File: src/rtl/usbphy_regs_pkg.sv
package usbphy_regs_pkg;
  localparam int DW       = 32;
  localparam int NREG     = 9;
  localparam int SEL_W    = $clog2(NREG);
  localparam int SRST_BIT = 31;

  localparam int R_PWD   = 0;
  localparam int R_TX    = 1;
  localparam int R_RX    = 2;
  localparam int R_CTRL  = 3;
  localparam int R_STAT  = 4;
  localparam int R_DBG   = 5;
  localparam int R_DBG0S = 6;
  localparam int R_DBG1  = 7;
  localparam int R_VER   = 8;

  // bit i set: register i is storage, otherwise a constant
  localparam logic [NREG-1:0] WRITABLE  = 9'b0_1011_1111;
  localparam logic [NREG-1:0] SOFT_MASK = 9'b0_0000_1111;

  typedef enum logic [1:0] {
    OP_WR  = 2'd0,
    OP_SET = 2'd1,
    OP_CLR = 2'd2,
    OP_TOG = 2'd3
  } op_e;

  function automatic logic [DW-1:0] soft_value(input int idx);
    case (idx)
      R_PWD:   return 32'h001E_1C00;
      R_TX:    return 32'h1006_0607;
      R_CTRL:  return 32'hC020_0000;
      default: return '0;
    endcase
  endfunction

  function automatic logic [DW-1:0] por_value(input int idx);
    case (idx)
      R_DBG:   return 32'h7F18_0000;
      R_DBG1:  return 32'h0000_1000;
      R_VER:   return 32'h0402_0000;
      R_STAT, R_DBG0S: return '0;
      default: return soft_value(idx);
    endcase
  endfunction
endpackage

File: src/rtl/usbphy_addr_dec.sv
module usbphy_addr_dec
  import usbphy_regs_pkg::*;
#(
  parameter int IDX_W = 10
) (
  input  logic [IDX_W-1:0] word_i,
  output logic [SEL_W-1:0] sel_o,
  output op_e              op_o,
  output logic             hit_o,
  output logic             wr_ok_o
);
  localparam int GRP_W = IDX_W - 2;

  logic [GRP_W-1:0] grp;
  logic [1:0]       sub;

  assign grp = word_i[IDX_W-1:2];
  assign sub = word_i[1:0];

  always_comb begin
    sel_o   = '0;
    op_o    = OP_WR;
    hit_o   = 1'b0;
    wr_ok_o = 1'b0;
    case (32'(grp))
      0, 1, 2, 3: begin
        sel_o   = SEL_W'(grp);
        op_o    = op_e'(sub);
        hit_o   = 1'b1;
        wr_ok_o = 1'b1;
      end
      4: if (sub == 2'd0) begin
        sel_o   = SEL_W'(R_STAT);
        hit_o   = 1'b1;
        wr_ok_o = 1'b1;
      end
      5: begin
        sel_o   = SEL_W'(R_DBG);
        op_o    = op_e'(sub);
        hit_o   = 1'b1;
        wr_ok_o = 1'b1;
      end
      6: if (sub == 2'd0) begin
        sel_o = SEL_W'(R_DBG0S);
        hit_o = 1'b1;
      end
      7: begin
        sel_o   = SEL_W'(R_DBG1);
        op_o    = op_e'(sub);
        hit_o   = 1'b1;
        wr_ok_o = 1'b1;
      end
      8: if (sub == 2'd0) begin
        sel_o = SEL_W'(R_VER);
        hit_o = 1'b1;
      end
      default: ;
    endcase
  end
endmodule

File: src/rtl/usbphy_bit_op.sv
module usbphy_bit_op
  import usbphy_regs_pkg::*;
#(
  parameter int W = 32
) (
  input  op_e          op_i,
  input  logic [W-1:0] cur_i,
  input  logic [W-1:0] data_i,
  output logic [W-1:0] nxt_o
);
  always_comb begin
    case (op_i)
      OP_SET:  nxt_o = cur_i | data_i;
      OP_CLR:  nxt_o = cur_i & ~data_i;
      OP_TOG:  nxt_o = cur_i ^ data_i;
      default: nxt_o = data_i;
    endcase
  end
endmodule

File: src/rtl/usbphy_rd_mux.sv
module usbphy_rd_mux
  import usbphy_regs_pkg::*;
(
  input  logic [NREG-1:0][DW-1:0] bank_i,
  input  logic [SEL_W-1:0]        sel_i,
  input  logic                    hit_i,
  output logic [DW-1:0]           data_o
);
  always_comb begin
    data_o = '0;
    for (int i = 0; i < NREG; i++) begin
      if (hit_i && sel_i == SEL_W'(i)) data_o = bank_i[i];
    end
  end
endmodule

File: src/rtl/usbphy_ctrl_regs.sv
module usbphy_ctrl_regs
  import usbphy_regs_pkg::*;
#(
  parameter int ADDR_W = 12
) (
  input  logic              clk_i,
  input  logic              rst_ni,
  input  logic              we_i,
  input  logic              re_i,
  input  logic [ADDR_W-1:0] addr_i,
  input  logic [3:0]        strb_i,
  input  logic [DW-1:0]     wdata_i,
  output logic [DW-1:0]     rdata_o
);
  localparam int IDX_W = ADDR_W - 2;

  logic                    full_word;
  logic [SEL_W-1:0]        sel;
  op_e                     op;
  logic                    hit, wr_ok, wr_fire, soft_fire;
  logic [NREG-1:0][DW-1:0] bank;
  logic [DW-1:0]           rd_val, rdata_q;

  assign full_word = (strb_i == 4'hF) && (addr_i[1:0] == 2'b00);

  usbphy_addr_dec #(.IDX_W(IDX_W)) u_dec (
    .word_i (addr_i[ADDR_W-1:2]),
    .sel_o  (sel),
    .op_o   (op),
    .hit_o  (hit),
    .wr_ok_o(wr_ok)
  );

  assign wr_fire = we_i && full_word && wr_ok;

  // toggle resets only if it leaves the bit high, i.e. bit was low before
  assign soft_fire = wr_fire && (sel == SEL_W'(R_CTRL)) && wdata_i[SRST_BIT] &&
                     ((op == OP_WR) || (op == OP_SET) ||
                      ((op == OP_TOG) && !bank[R_CTRL][SRST_BIT]));

  for (genvar i = 0; i < NREG; i++) begin : g_reg
    if (WRITABLE[i]) begin : g_rw
      logic [DW-1:0] q, nxt;
      logic          hit_me;

      usbphy_bit_op #(.W(DW)) u_op (
        .op_i  (op),
        .cur_i (q),
        .data_i(wdata_i),
        .nxt_o (nxt)
      );

      assign hit_me = wr_fire && (sel == SEL_W'(i));

      always_ff @(posedge clk_i or negedge rst_ni) begin
        if (!rst_ni)                         q <= por_value(i);
        else if (soft_fire && SOFT_MASK[i])  q <= soft_value(i);
        else if (hit_me)                     q <= nxt;
      end
      assign bank[i] = q;
    end else begin : g_ro
      assign bank[i] = por_value(i);
    end
  end

  usbphy_rd_mux u_rd (
    .bank_i(bank),
    .sel_i (sel),
    .hit_i (hit && full_word),
    .data_o(rd_val)
  );

  always_ff @(posedge clk_i or negedge rst_ni) begin
    if (!rst_ni)   rdata_q <= '0;
    else if (re_i) rdata_q <= rd_val;
  end
  assign rdata_o = rdata_q;

  // set-alias write with bit 31 reloads power-down on the same edge
  assert_set_srst_R7: assert property (@(posedge clk_i) disable iff (!rst_ni)
    (wr_fire && sel == SEL_W'(R_CTRL) && op == OP_SET && wdata_i[SRST_BIT])
    |=> (bank[R_PWD] == 32'h001E_1C00 && bank[R_CTRL] == 32'hC020_0000));

  // clear alias on control is a pure clear
  assert_clr_ctrl_R9: assert property (@(posedge clk_i) disable iff (!rst_ni)
    (wr_fire && sel == SEL_W'(R_CTRL) && op == OP_CLR)
    |=> (bank[R_CTRL] == ($past(bank[R_CTRL]) & ~$past(wdata_i))
         && $stable(bank[R_TX])));

  // toggle clearing bit 31 leaves other registers untouched
  assert_tog_nosrst_R8: assert property (@(posedge clk_i) disable iff (!rst_ni)
    (wr_fire && sel == SEL_W'(R_CTRL) && op == OP_TOG && bank[R_CTRL][SRST_BIT])
    |=> (bank[R_CTRL] == ($past(bank[R_CTRL]) ^ $past(wdata_i))
         && $stable(bank[R_PWD])));

  // partial or misaligned write leaves the bank unchanged
  assert_reject_wr_R11: assert property (@(posedge clk_i) disable iff (!rst_ni)
    (we_i && !full_word) |=> $stable(bank));

  // rejected read returns zero
  assert_reject_rd_R11: assert property (@(posedge clk_i) disable iff (!rst_ni)
    (re_i && !full_word) |=> (rdata_o == '0));

  // read data holds without a read request
  assert_rd_hold_R12: assert property (@(posedge clk_i) disable iff (!rst_ni)
    !re_i |=> $stable(rdata_o));

  // alias read returns its base register
  assert_alias_rd_R6: assert property (@(posedge clk_i) disable iff (!rst_ni)
    (re_i && full_word && hit && op != OP_WR) |=> (rdata_o == $past(bank[sel])));
endmodule

File: config.mk
export PLATFORM = sky130hd
export DESIGN_NAME = usbphy_ctrl_regs
export DESIGN_NICKNAME = d
export VERILOG_FILES = /design/src/rtl/usbphy_regs_pkg.sv /design/src/rtl/usbphy_addr_dec.sv /design/src/rtl/usbphy_bit_op.sv /design/src/rtl/usbphy_rd_mux.sv /design/src/rtl/usbphy_ctrl_regs.sv
export SDC_FILE = /design/constraint.sdc
export NUM_CORES = 1
export LEC_CHECK = 0
export ABC_AREA = 1
export BUFFER_PORTS_ARGS = -buffer_cell sky130_fd_sc_hd__clkbuf_2
export CORE_MARGIN = 2
export CORE_UTILIZATION = 30
export CTS_CLUSTER_DIAMETER = 100
export DETAILED_ROUTE_END_ITERATION = 6
export REMOVE_ABC_BUFFERS = 1
export SYNTH_ARGS = -nofsm -noshare
export SYNTH_HDL_FRONTEND = slang
export SYNTH_SLANG_ARGS = --single-unit
File: constraint.sdc
create_clock -name clk_i -period 3.1 [get_ports clk_i]
set_clock_uncertainty 0.1 [all_clocks]
set_input_delay 0.93 -clock clk_i [delete_from_list [all_inputs] [get_ports clk_i]]
set_output_delay 0.93 -clock clk_i [all_outputs]
set_load 0.01 [all_outputs]
== After elaboration in Yosys (flattened, before gate mapping) ==
Index checks and enable logic that the tools add are counted.

* Flip-flop bits (word level): 256
* Latch bits: 0
* RAM bits: 0
* ROM bits: 0
* Output and inout port bits: 32
* Memories: 0

* $add $sub $neg: 0
* $mul: 0
* Divide/modulo/power cells: 0
* $lt $le $gt $ge: 0
* Eq/ne operators: 20
* Shifts and indexed selects: 0
* Mux-type cells: 32
* Bitwise gates (word level): 22
* Reduce and logical (&&, ||, !) cells: 38

{| class="wikitable"
|+ Operators with widths
! kind !! number
|-
| case mux 32 bit (3 select lines) || 7
|-
| 2-to-1 mux 32 bit || 17
|-
| bitwise AND 32 bit || 7
|-
| OR 32 bit || 7
|-
| XOR 32 bit || 7
|-
| equality test 8 x 3 -> 1 bit (second input constant) || 4
|-
| NOT 32 bit || 1
|-
| case mux 4 bit (6 select lines) || 1
|-
| logical AND 1 bit || 23
|-
| equality test 4 x 3 -> 1 bit (second input constant) || 4
|-
| equality test 8 x 2 -> 1 bit (second input constant) || 2
|-
| equality test 4 x 2 -> 1 bit (second input constant) || 2
|-
| equality test 4 bit (second input constant) || 2
|-
| equality test 8 x 1 -> 1 bit (second input constant) || 1
|-
| equality test 8 x 4 -> 1 bit (second input constant) || 1
|-
| zero test 8 bit || 1
|-
| nonzero test 2 bit || 4
|-
| zero test 2 bit || 3
|-
| 2-to-1 mux 3 bit || 2
|-
| OR reduction 6 bit || 1
|-
| equality test 2 bit (second input constant) || 2
|-
| equality test 4 x 1 -> 1 bit (second input constant) || 1
|-
| zero test 4 bit || 1
|-
| 2-to-1 mux 4 bit || 1
|-
| 8 further kinds || 10
|}

== Longest topological paths before layout ==
Gate-level depths: netlist of run 1.

* Depth after elaboration: 14
* Mapped depth: 17
* Depth with buffers taken out: 15

== Hierarchy ==
From an unflattened synthesis of run 1, not the netlist that was laid out.

* Cell total of the unflattened synthesis: 4115
* Area total of the unflattened synthesis: 27811.7 um^2

{| class="wikitable"
|+ Modules (own cells, without submodules)
! module !! times used !! cells an instance !! area an instance (um^2) !! sequential area each (um^2)
|-
| usbphy_bit_op || 7 || 343 || 2094.5 || 0.0
|-
| usbphy_ctrl_regs || 1 || 1090 || 10264.8 || 6441.2
|-
| usbphy_rd_mux || 1 || 583 || 2660.1 || 0.0
|-
| usbphy_addr_dec || 1 || 41 || 225.2 || 0.0
|}

== Least setup slack after synthesis of run 1 ==
No wires, ideal clock.

* Kind: input-to-reg
* Start: input addr_i[11]
* End: register rdata_q[17], in the netlist rdata_o[17]
* Setup time: 113 ps
* Data arrival time: 2442 ps
* Data required time: 2887 ps
* Path slack: 445 ps
* Stages on the path: 16
* Buffers on the path: 2
* Path through: nor2_1 > nand2_2 > inv_2 > nand2_2 > nand2_2 > nor2_1 > nor2_2 > buf_4 > nand2_1 > o21ai_1 > buf_2 > a21oi_1 > nand2_1 > nand3_1 > nand2_1 > inv_1

* Longest elaborated chain between the ends: 14

{| class="wikitable"
|+ RTL lines
! what !! line !! RTL
|-
| start: declaration || usbphy_ctrl_regs.sv:10 || <nowiki>input logic [ADDR_W-1:0] addr_i,</nowiki>
|-
| equality test 8 x 1 -> 1 bit, or another cell as far along || usbphy_addr_dec.sv:25 || <nowiki>case (32'(grp))</nowiki>
|-
| OR reduction 4 bit, or another cell as far along || -- ||
|-
| case mux 4 bit (6 select lines) or case mux 1 bit (2 select lines) (tied branches) || usbphy_addr_dec.sv:25 ||
|-
| zero test 4 bit or logical AND 1 bit (tied branches) || usbphy_rd_mux.sv:12, usbphy_ctrl_regs.sv:69 ||
|-
| logical AND 1 bit || usbphy_rd_mux.sv:12 || <nowiki>if (hit_i && sel_i == SEL_W'(i)) data_o = bank_i[i];</nowiki>
|-
| 2-to-1 mux 32 bit (8 in series) || usbphy_rd_mux.sv:12 ||
|-
| 2-to-1 mux 32 bit (*) || usbphy_rd_mux.sv:12 ||
|-
| end signal: assignment || usbphy_ctrl_regs.sv:75 || <nowiki>else if (re_i) rdata_q <= rd_val;</nowiki>
|-
| end: declaration || usbphy_ctrl_regs.sv:22 || <nowiki>logic [DW-1:0] rd_val, rdata_q;</nowiki>
|}

Every way passes the cells marked *; elsewhere a longest branch is shown, timed or not.
A chain may end at the register's enable or synchronous reset.

== Worst setup path in the final report of run 1 ==
* Start: input addr_i[7]
* End: register g_reg[1].g_rw.q[6]

* Longest elaborated chain between the ends: 8

{| class="wikitable"
|+ RTL lines
! what !! line !! RTL
|-
| equality test 8 x 1 -> 1 bit, or another cell as far along || usbphy_addr_dec.sv:25 ||
|-
| OR reduction 4 bit or OR reduction 6 bit (tied branches) || -- ||
|-
| case mux 4 bit (6 select lines), or another cell as far along || usbphy_addr_dec.sv:25 ||
|-
| equality test 4 x 2 -> 1 bit, or another cell as far along || usbphy_ctrl_regs.sv:37 || <nowiki>assign soft_fire = wr_fire && (sel == SEL_W'(R_CTRL)) && wdata_i[SRST_BIT] &&</nowiki>
|-
| logical AND 1 bit, or another cell as far along || usbphy_ctrl_regs.sv:37 ||
|-
| logical AND 1 bit or logical OR 1 bit (tied branches) || usbphy_ctrl_regs.sv:37, usbphy_ctrl_regs.sv:38 ||
|-
| logical AND 1 bit || usbphy_ctrl_regs.sv:37 ||
|-
| 2-to-1 mux 32 bit or nonzero test 2 bit (tied branches) || -- ||
|-
| end signal: assignment || usbphy_ctrl_regs.sv:56 || <nowiki>if (!rst_ni) q <= por_value(i);</nowiki>
|-
| end signal: assignment || usbphy_ctrl_regs.sv:57 || <nowiki>else if (soft_fire && SOFT_MASK[i]) q <= soft_value(i);</nowiki>
|-
| end signal: assignment || usbphy_ctrl_regs.sv:58 || <nowiki>else if (hit_me) q <= nxt;</nowiki>
|-
| end: declaration || usbphy_ctrl_regs.sv:43 || <nowiki>logic [DW-1:0] q, nxt;</nowiki>
|}

Several ways; a longest one is shown, not always the timed one. The select of a mux whose other input is x is not followed.

==> results of run 1 <==
-- synthesized netlist by cell type (2+ instances only) --
cell,instances
inv_2,7
nor2_2,7
nand4_1,9
clkbuf_1,73
o21ai_0,211
a221oi_1,14
buf_2,75
o2111ai_1,80
nand2_4,2
mux2_2,32
nand3b_1,29
nor3_1,22
a22o_1,19
o211ai_1,79
o31ai_1,18
inv_1,286
nor2_4,3
dfrtp_1,228
buf_4,10
a21oi_1,81
o22ai_1,74
dfstp_2,28
buf_1,11
nand3_1,121
nor2_1,104
ha_1,384
o21ai_1,23
nand2_2,10
nand2_1,694
or2_2,2
-- how the worst min path moves through the flow --
stage,from,endpoint,cells past startpoint
floorplan,g_reg[4].g_rw.q[0]$_DFFE_PN0P_,g_reg[4].g_rw.q[0]$_DFFE_PN0P_,1
CTS,rst_ni,g_reg[1].g_rw.q[4]$_DFFE_PN0P_,1
global placement,rdata_o[23]$_DFFE_PN0P_,rdata_o[23]$_DFFE_PN0P_,2
detailed placement,rdata_o[2]$_DFFE_PN0P_,rdata_o[2]$_DFFE_PN0P_,2
global route,rst_ni,g_reg[0].g_rw.q[9]$_DFFE_PN0P_,1
finish,rst_ni,g_reg[3].g_rw.q[24]$_DFFE_PN0P_,1
-- layout make-up --
cell class | instances | area (um2)
timing repair buffer | 175 | 1617
multi-input combinational | 2023 | 13240
sequential | 256 | 6441
inverter | 295 | 1114
clock inverter | 8 | 97.59
tap | 950 | 1189
fill | 7418 | 46380
clock buffer | 53 | 1033
-- metal layers --
metal | part of all wire | global-route usage | vias up
li1 | - | - | 9364
met1 | 0.45 | 0.2568 | 9381
met2 | 0.46 | 0.3196 | 562
met3 | 0.055 | 0.02300 | 135
met4 | 0.030 | 0.06434 | 0
met5 | 0 | 0 | -
-- layout by cell type (no fill, tap or decap), types with 32 or more instances in the layout --
master / synthesis / routed
o2111ai_1: 80 / 80
nand2_1: 694 / 691
buf_12: 0 / 40
mux2_2: 32 / 32
inv_1: 286 / 285
clkbuf_2: 0 / 82
o211ai_1: 79 / 79
dfrtp_1: 228 / 228
o22ai_1: 74 / 74
a21oi_1: 81 / 81
nor2_1: 104 / 102
buf_4: 10 / 52
o21ai_0: 211 / 211
nand3_1: 121 / 120
ha_1: 384 / 384
clkbuf_16: 0 / 35
-- through the flow --
| stage | hold WS [ps] | power (mW) | instance area, um2 |
|---|---|---|---|
| finish | 272.6 | 8.074 | 24730 |
| CTS | 258.0 | 8.171 | 24730 |
| global route | 309.6 | 8.382 | 24730 |
| detailed placement | 368.2 | 4.030 | 23600 |
| global placement | 367.3 | 4.018 | 23600 |
| floorplan | 379.5 | 3.732 | 20700 |
-- power groups by stage --
stage                     Clock, mW  Sequential, mW  Combinational [mW]
after detailed placement          0            3.42               0.613
after global placement            0            3.42               0.600
after floorplan                   0            3.42               0.315
after global routing           4.32            3.36               0.701
final                          4.11            3.36               0.607
after CTS                      4.20            3.36               0.617
-- registers in the layout (all words and copies together), names as in the netlist --
signal / count
g.g_rw.q: 224
rdata_o: 32
-- kinds of logic (layout without fill, tap and decap cells) --
| logic type | after synthesis | in the layout | synth area share |
|---|---|---|---|
| buf+inv | 464 | 531 | 0.08737 |
| fa+ha+maj | 384 | 384 | 0.2238 |
| mux | 32 | 32 | 0.01679 |
| compound gates | 601 | 601 | 0.1764 |
| simple gates | 1006 | 1006 | 0.1956 |
| flops | 256 | 256 | 0.3001 |
==> impl_metrics.tcl, run 1 <==
set metrics [dict create \
    status "finished clean" \
    end_kind "flip-flop" \
    ant_nets 0 \
    crit_chain "clkbuf_2 > inv_2 > nand2_2 > nor2_1 > nand2_2 > nand2_2 > buf_4 > o21ai_4 > inv_4 > nand2_4 > nor2_4 > nand2_4 > buf_12 > nand2_1 > o31ai_1" \
    peakVddDrop_uv 266.4 \
    tritoncts "yes" \
    synth.distinct_cells 37 \
    slew-limit-headroom 0.5830 \
    cts.sinks 256 \
    grt_antenna_before_repair 0 \
    synth_warnings 0 \
    ys_seq_area_frac 0.3001 \
    grt_pass1_vias 19120 \
    switching_share 0.2586 \
    crit_end "g_reg[1].g_rw.q[6]$_DFFE_PN0P_" \
    area_delta_synth_final_pct 15.22 \
    grt_pass1_wl_mm 111.9 \
    dp_cells 3699 \
    die_w_um 271.5 \
    routedWlPerCell_um 18.90 \
    post_cts_buffers 0 \
    cts_max_level 2 \
    stdcell_count 3760 \
    cts_hold_buf 0 \
    cp_slowest_cell "o21ai_4" \
    r2r_cells 7 \
    synthCells 2743 \
    r2r-start "g_reg[3].g_rw.q[31]$_DFFE_PN1P_" \
    viasPerCell 5.171 \
    pwr-share-clk 0.509 \
    grt_max_degree 88 \
    cp_slowest_stage_delay_ps 300 \
    max_freq_ghz 0.3926 \
    drt-initial-drc-count 1514 \
    rr_endpoint "g_reg[1].g_rw.q[6]$_DFFE_PN0P_" \
    grt_remaining_overflow 0 \
    final_max_slew_viol_count 0 \
    worstSetupPathType "input port to flip-flop" \
    cts_made_buffers 34 \
    crit_start "addr_i[7]" \
    setup_ws_ps 552.6 \
    critPathLaunchType "input port" \
    power.switching_mw 2.088 \
    cellLeakagePower_nw 12.01 \
    cap_viol_max_count 0 \
    die_area_mm2 0.07371 \
    nets 3221 \
    drc 0 \
    dr.pass1.iters 5 \
    vias 19440 \
    cts_buffer_depth 3 \
    routabilityCongestion 0.8002 \
    rows 98 \
    io_pins 84 \
    pre_cts_slack_ps 26.40 \
    synth_top_area_share 0.2658 \
    cp_data_required_time_ps 3460 \
    finalSetupViolations 0 \
    start_util 0.3018 \
    cts_root_buf "clkbuf_16" \
    ys_ff_latch 256 \
    yosys.area.top_type "dfrtp_1" \
    arrival_ps 2900 \
    synth_edf_count 0 \
    fin_crit_sh 0.8217 \
    setup-tns-final_ps 0 \
    p_per_area_mw_per_mm2 326.4 \
    diodes 0 \
    combPwrFrac 0.075 \
    seq_power_share 0.416 \
    async_flop_share 1.000 \
    cts_resized 0 \
    crit_family "simple AND/OR/NAND/NOR gates" \
    reg2reg_slack_ps 1210 \
    routed_wl_mm 71.07 \
    core_area_mm2 0.07112 \
    crit_fanout 38 \
    cp.buffers_inverters 5 \
    p_int_mw 5.985 \
    yosys-top-cells-area "dfrtp_1, ha_1, nand2_1, inv_1, o21ai_0" \
    synth_ff_type "dfrtp_1" \
    dp_hpwl_mm 43.33 \
    syn_area_mm2 0.02147 \
    hold_viol 0 \
    clkLatencyLatePin_ps 560 \
    rsz0062_at_grt "false" \
    grt_usage 0.1918 \
    hold_path.class "input port to async pin" \
    portBuffers 83 \
    drive_gt1_frac 0.1178 \
    critical_path_depth 15 \
    die_h_um 271.5 \
    min_period_ps 2547 \
    clkTransAtPathRegs_ps 60 \
    cpMostUsedCell "nand2_2" \
    post-route-util 0.3478 \
    tightest_slew_ps 625.5 \
    syn_avg_cell_area_um2 7.826 \
]
(Power assumes the default switching activity.)
==> inputs of run 2 (changes only) <==
--- a/config.mk
+++ b/config.mk
@@ -5,7 +5,7 @@
 export SDC_FILE = /design/constraint.sdc
 export NUM_CORES = 1
 export LEC_CHECK = 0
-export ABC_AREA = 1
+export ABC_AREA = 0
 export BUFFER_PORTS_ARGS = -buffer_cell sky130_fd_sc_hd__clkbuf_2
 export CORE_MARGIN = 2
 export CORE_UTILIZATION = 30
==> constraint.sdc (replaced) <==
create_clock -name clk_i -period 2.6 [get_ports clk_i]
set_clock_uncertainty 0.1 [all_clocks]
set_input_delay 0.78 -clock clk_i [delete_from_list [all_inputs] [get_ports clk_i]]
set_output_delay 0.78 -clock clk_i [all_outputs]
set_load 0.01 [all_outputs]
==> run 2 against run 1 <==
The flow now finishes with violations (negative setup slack). Sequential share of layout area decreased by 4.5 points. Routed wire length grew 19%. Largest cell class unchanged. Largest power group unchanged. Critical path type unchanged. Highest routed layer unchanged. Clock power grew 14%.
==> impl_metrics.tcl, run 2 <==
set metrics [dict create \
    portBuffers 83 \
    syn_area_mm2 0.02478 \
    synth_warnings 0 \
    synth_common_cells "ha_1, inv_1, a21oi_1" \
    dr.pass1.iters 7 \
    ys_ff_latch 256 \
    pre_cts_slack_ps -656.2 \
    grt_pass1_vias 22290 \
    synth_ff_type "dfrtp_1" \
    setup-tns-final_ps -46.40 \
    setup_ws_ps -21.08 \
    combPwrFrac 0.175 \
    cp_data_required_time_ps 2960 \
    routed_wl_mm 84.79 \
    clkTransAtPathRegs_ps 60 \
    cellLeakagePower_nw 14.23 \
    fin_hold_ws_ps 46.50 \
    pwr-share-clk 0.445 \
    p_per_area_mw_per_mm2 352.5 \
    cap_viol_max_count 0 \
    rsz0062_at_grt "true" \
    synth_top_area_share 0.2303 \
    power.switching_mw 3.126 \
    mostFrequentLayoutCell "ha_1" \
    clkLatencyLatePin_ps 550 \
    end_kind "flip-flop" \
    hold_path.class "input port to async pin" \
    grt_antenna_before_repair 0 \
    tightest_slew_ps 825.1 \
    cp.buffers_inverters 3 \
    async_flop_share 1.000 \
    grt_usage 0.1927 \
    switching_share 0.2969 \
    cp_slowest_cell "or4_4" \
    power_mw 10.53 \
    ant_nets 0 \
    fill_cells 8491 \
    arrival_ps 2980 \
    critPathLaunchType "input port" \
    fin_crit_sh 1.008 \
    io_pins 84 \
    dp_cells 4335 \
    placed_cell_area_mm2 0.02820 \
    routedWlPerCell_um 19.21 \
    seq_power_share 0.380 \
    yosys.area.top_type "dfrtp_1" \
    multi_input_area_mm2 0.01616 \
    tritoncts "yes" \
    worstSetupPathType "input port to flip-flop" \
    drt-initial-drc-count 2036 \
    core_area_mm2 0.08198 \
    cp_slowest_stage_delay_ps 590 \
    grt_remaining_overflow 0 \
    routabilityCongestion 0.8390 \
    cts_root_buf "clkbuf_16" \
    cts.sinks 256 \
    cts_made_buffers 34 \
    finalSetupViolations 8 \
    die_area_mm2 0.08491 \
    largest_reg_flops 224 \
    cts_buffer_depth 3 \
    violations "negative setup slack" \
    synth.distinct_cells 53 \
    seq_area_mm2 0.006441 \
    cpMostUsedCell "or4_4" \
    synth_edf_count 0 \
    min_period_ps 2621 \
    rows 105 \
    die_w_um 291.4 \
    yosysMostFrequentCell "ha_1" \
    post-route-util 0.3644 \
    status "finished, violations left" \
    hold_viol 0 \
    slew-limit-headroom 0.4500 \
    peakVddDrop_uv 382.8 \
    area_delta_synth_final_pct 20.56 \
    fin_area_mm2 0.02987 \
    drc 0 \
    grt_pass1_wl_mm 131.2 \
    nets 3819 \
    viasPerCell 5.214 \
    ys_seq_area_frac 0.2600 \
    crit_fanout 23 \
    yosys-top-cells-area "dfrtp_1, ha_1, mux2i_1, a21oi_1, inv_1" \
    mostFrequentLayoutCells "ha_1, inv_1, a21oi_1, nor2_1, dfrtp_1" \
    regMostFlops "g.g_rw.q" \
    crit_chain "buf_6 > or4_4 > or4_4 > buf_12 > nor3_4 > nand2_2 > clkbuf_16 > o22ai_2" \
    dp_hpwl_mm 54.39 \
    final_max_slew_viol_count 0 \
    drive_gt1_frac 0.1480 \
    syn_avg_cell_area_um2 7.821 \
    grt_max_degree 107 \
    crit_family "simple AND/OR/NAND/NOR gates" \
    p_int_mw 7.405 \
    max_freq_ghz 0.3815 \
    stdcell_count 4415 \
    start_util 0.3022 \
    die_h_um 291.4 \
    cts_max_level 2 \
    vias 23020 \
    synthCells 3168 \
]
run 2: cell count changes after synthesis, moves of 101 or more:
| cell | delta |
|---|---|
| nor2_1 | +255 |
| a21oi_1 | +326 |
| nand2_1 | -479 |
| inv_1 | +148 |
| mux2i_1 | +205 |
| nand3_1 | -102 |
| clkbuf_1 | +101 |
run 2: cell type report:
type | count | share of cell area
antenna | 1 | 0.00008377
clock buffer | 53 | 0.03426
clock inverter | 8 | 0.001592
inverter | 434 | 0.05453
multi-input combinational | 2251 | 0.5409
sequential | 256 | 0.2156
tap | 1070 | 0.04482
timing repair buffer | 342 | 0.1082
run 2: metal layers:
metal / part of all wire / global-route usage
met3: 0.061 / 0.02390
met2: 0.46 / 0.3124
met5: 0 / 0
met1: 0.46 / 0.2704
met4: 0.023 / 0.04853
run 2: kinds of logic after synthesis:
| family | share of synthesized area |
|---|---|
| buffers and inverters | 0.1025 |
| flip-flops | 0.2600 |
| adder cells (fa/ha/maj) | 0.2262 |
| AND/OR/NAND/NOR | 0.1136 |
| multiplexers | 0.08282 |
| AO/OA/AOI/OAI | 0.2149 |
run 2: path summary, 6_finish.rpt:
kind	depth (start not counted)	slack, ps	to	from
setup / recovery	8	-20	g_reg[3].g_rw.q[8]$_DFFE_PN0P_	addr_i[9]
hold / removal	1	50	g_reg[7].g_rw.q[3]$_DFFE_PN0P_	rst_ni
setup reg to reg	7	790	g_reg[0].g_rw.q[17]$_DFFE_PN1P_	g_reg[0].g_rw.q[17]$_DFFE_PN1P_
hold reg to reg	2	390	g_reg[5].g_rw.q[30]$_DFFE_PN1P_	g_reg[5].g_rw.q[30]$_DFFE_PN1P_
max in group asynchronous	2	1570	g_reg[5].g_rw.q[30]$_DFFE_PN1P_	rst_ni
min in group clk_i	2	390	g_reg[5].g_rw.q[30]$_DFFE_PN1P_	g_reg[5].g_rw.q[30]$_DFFE_PN1P_
run 2: power by group through the flow:
stage | clock, mW | sequential, mW | combinational [mW]
global route | 4.92 | 4.00 | 2.06
finish | 4.68 | 4.00 | 1.85
CTS | 4.77 | 4.00 | 1.81
global placement | 0 | 4.07 | 1.76
detailed placement | 0 | 4.07 | 1.80
floorplan | 0 | 4.07 | 0.972
run 2: what timing repair did:
item	in CTS	in global routing
hold buffers	0	0
buffers inserted	1	10
endpoints found under the setup margin	34	210
endpoints found under the hold margin	0	0
gates resized for setup	9	66
cloned	0	8
pin swaps	1	27
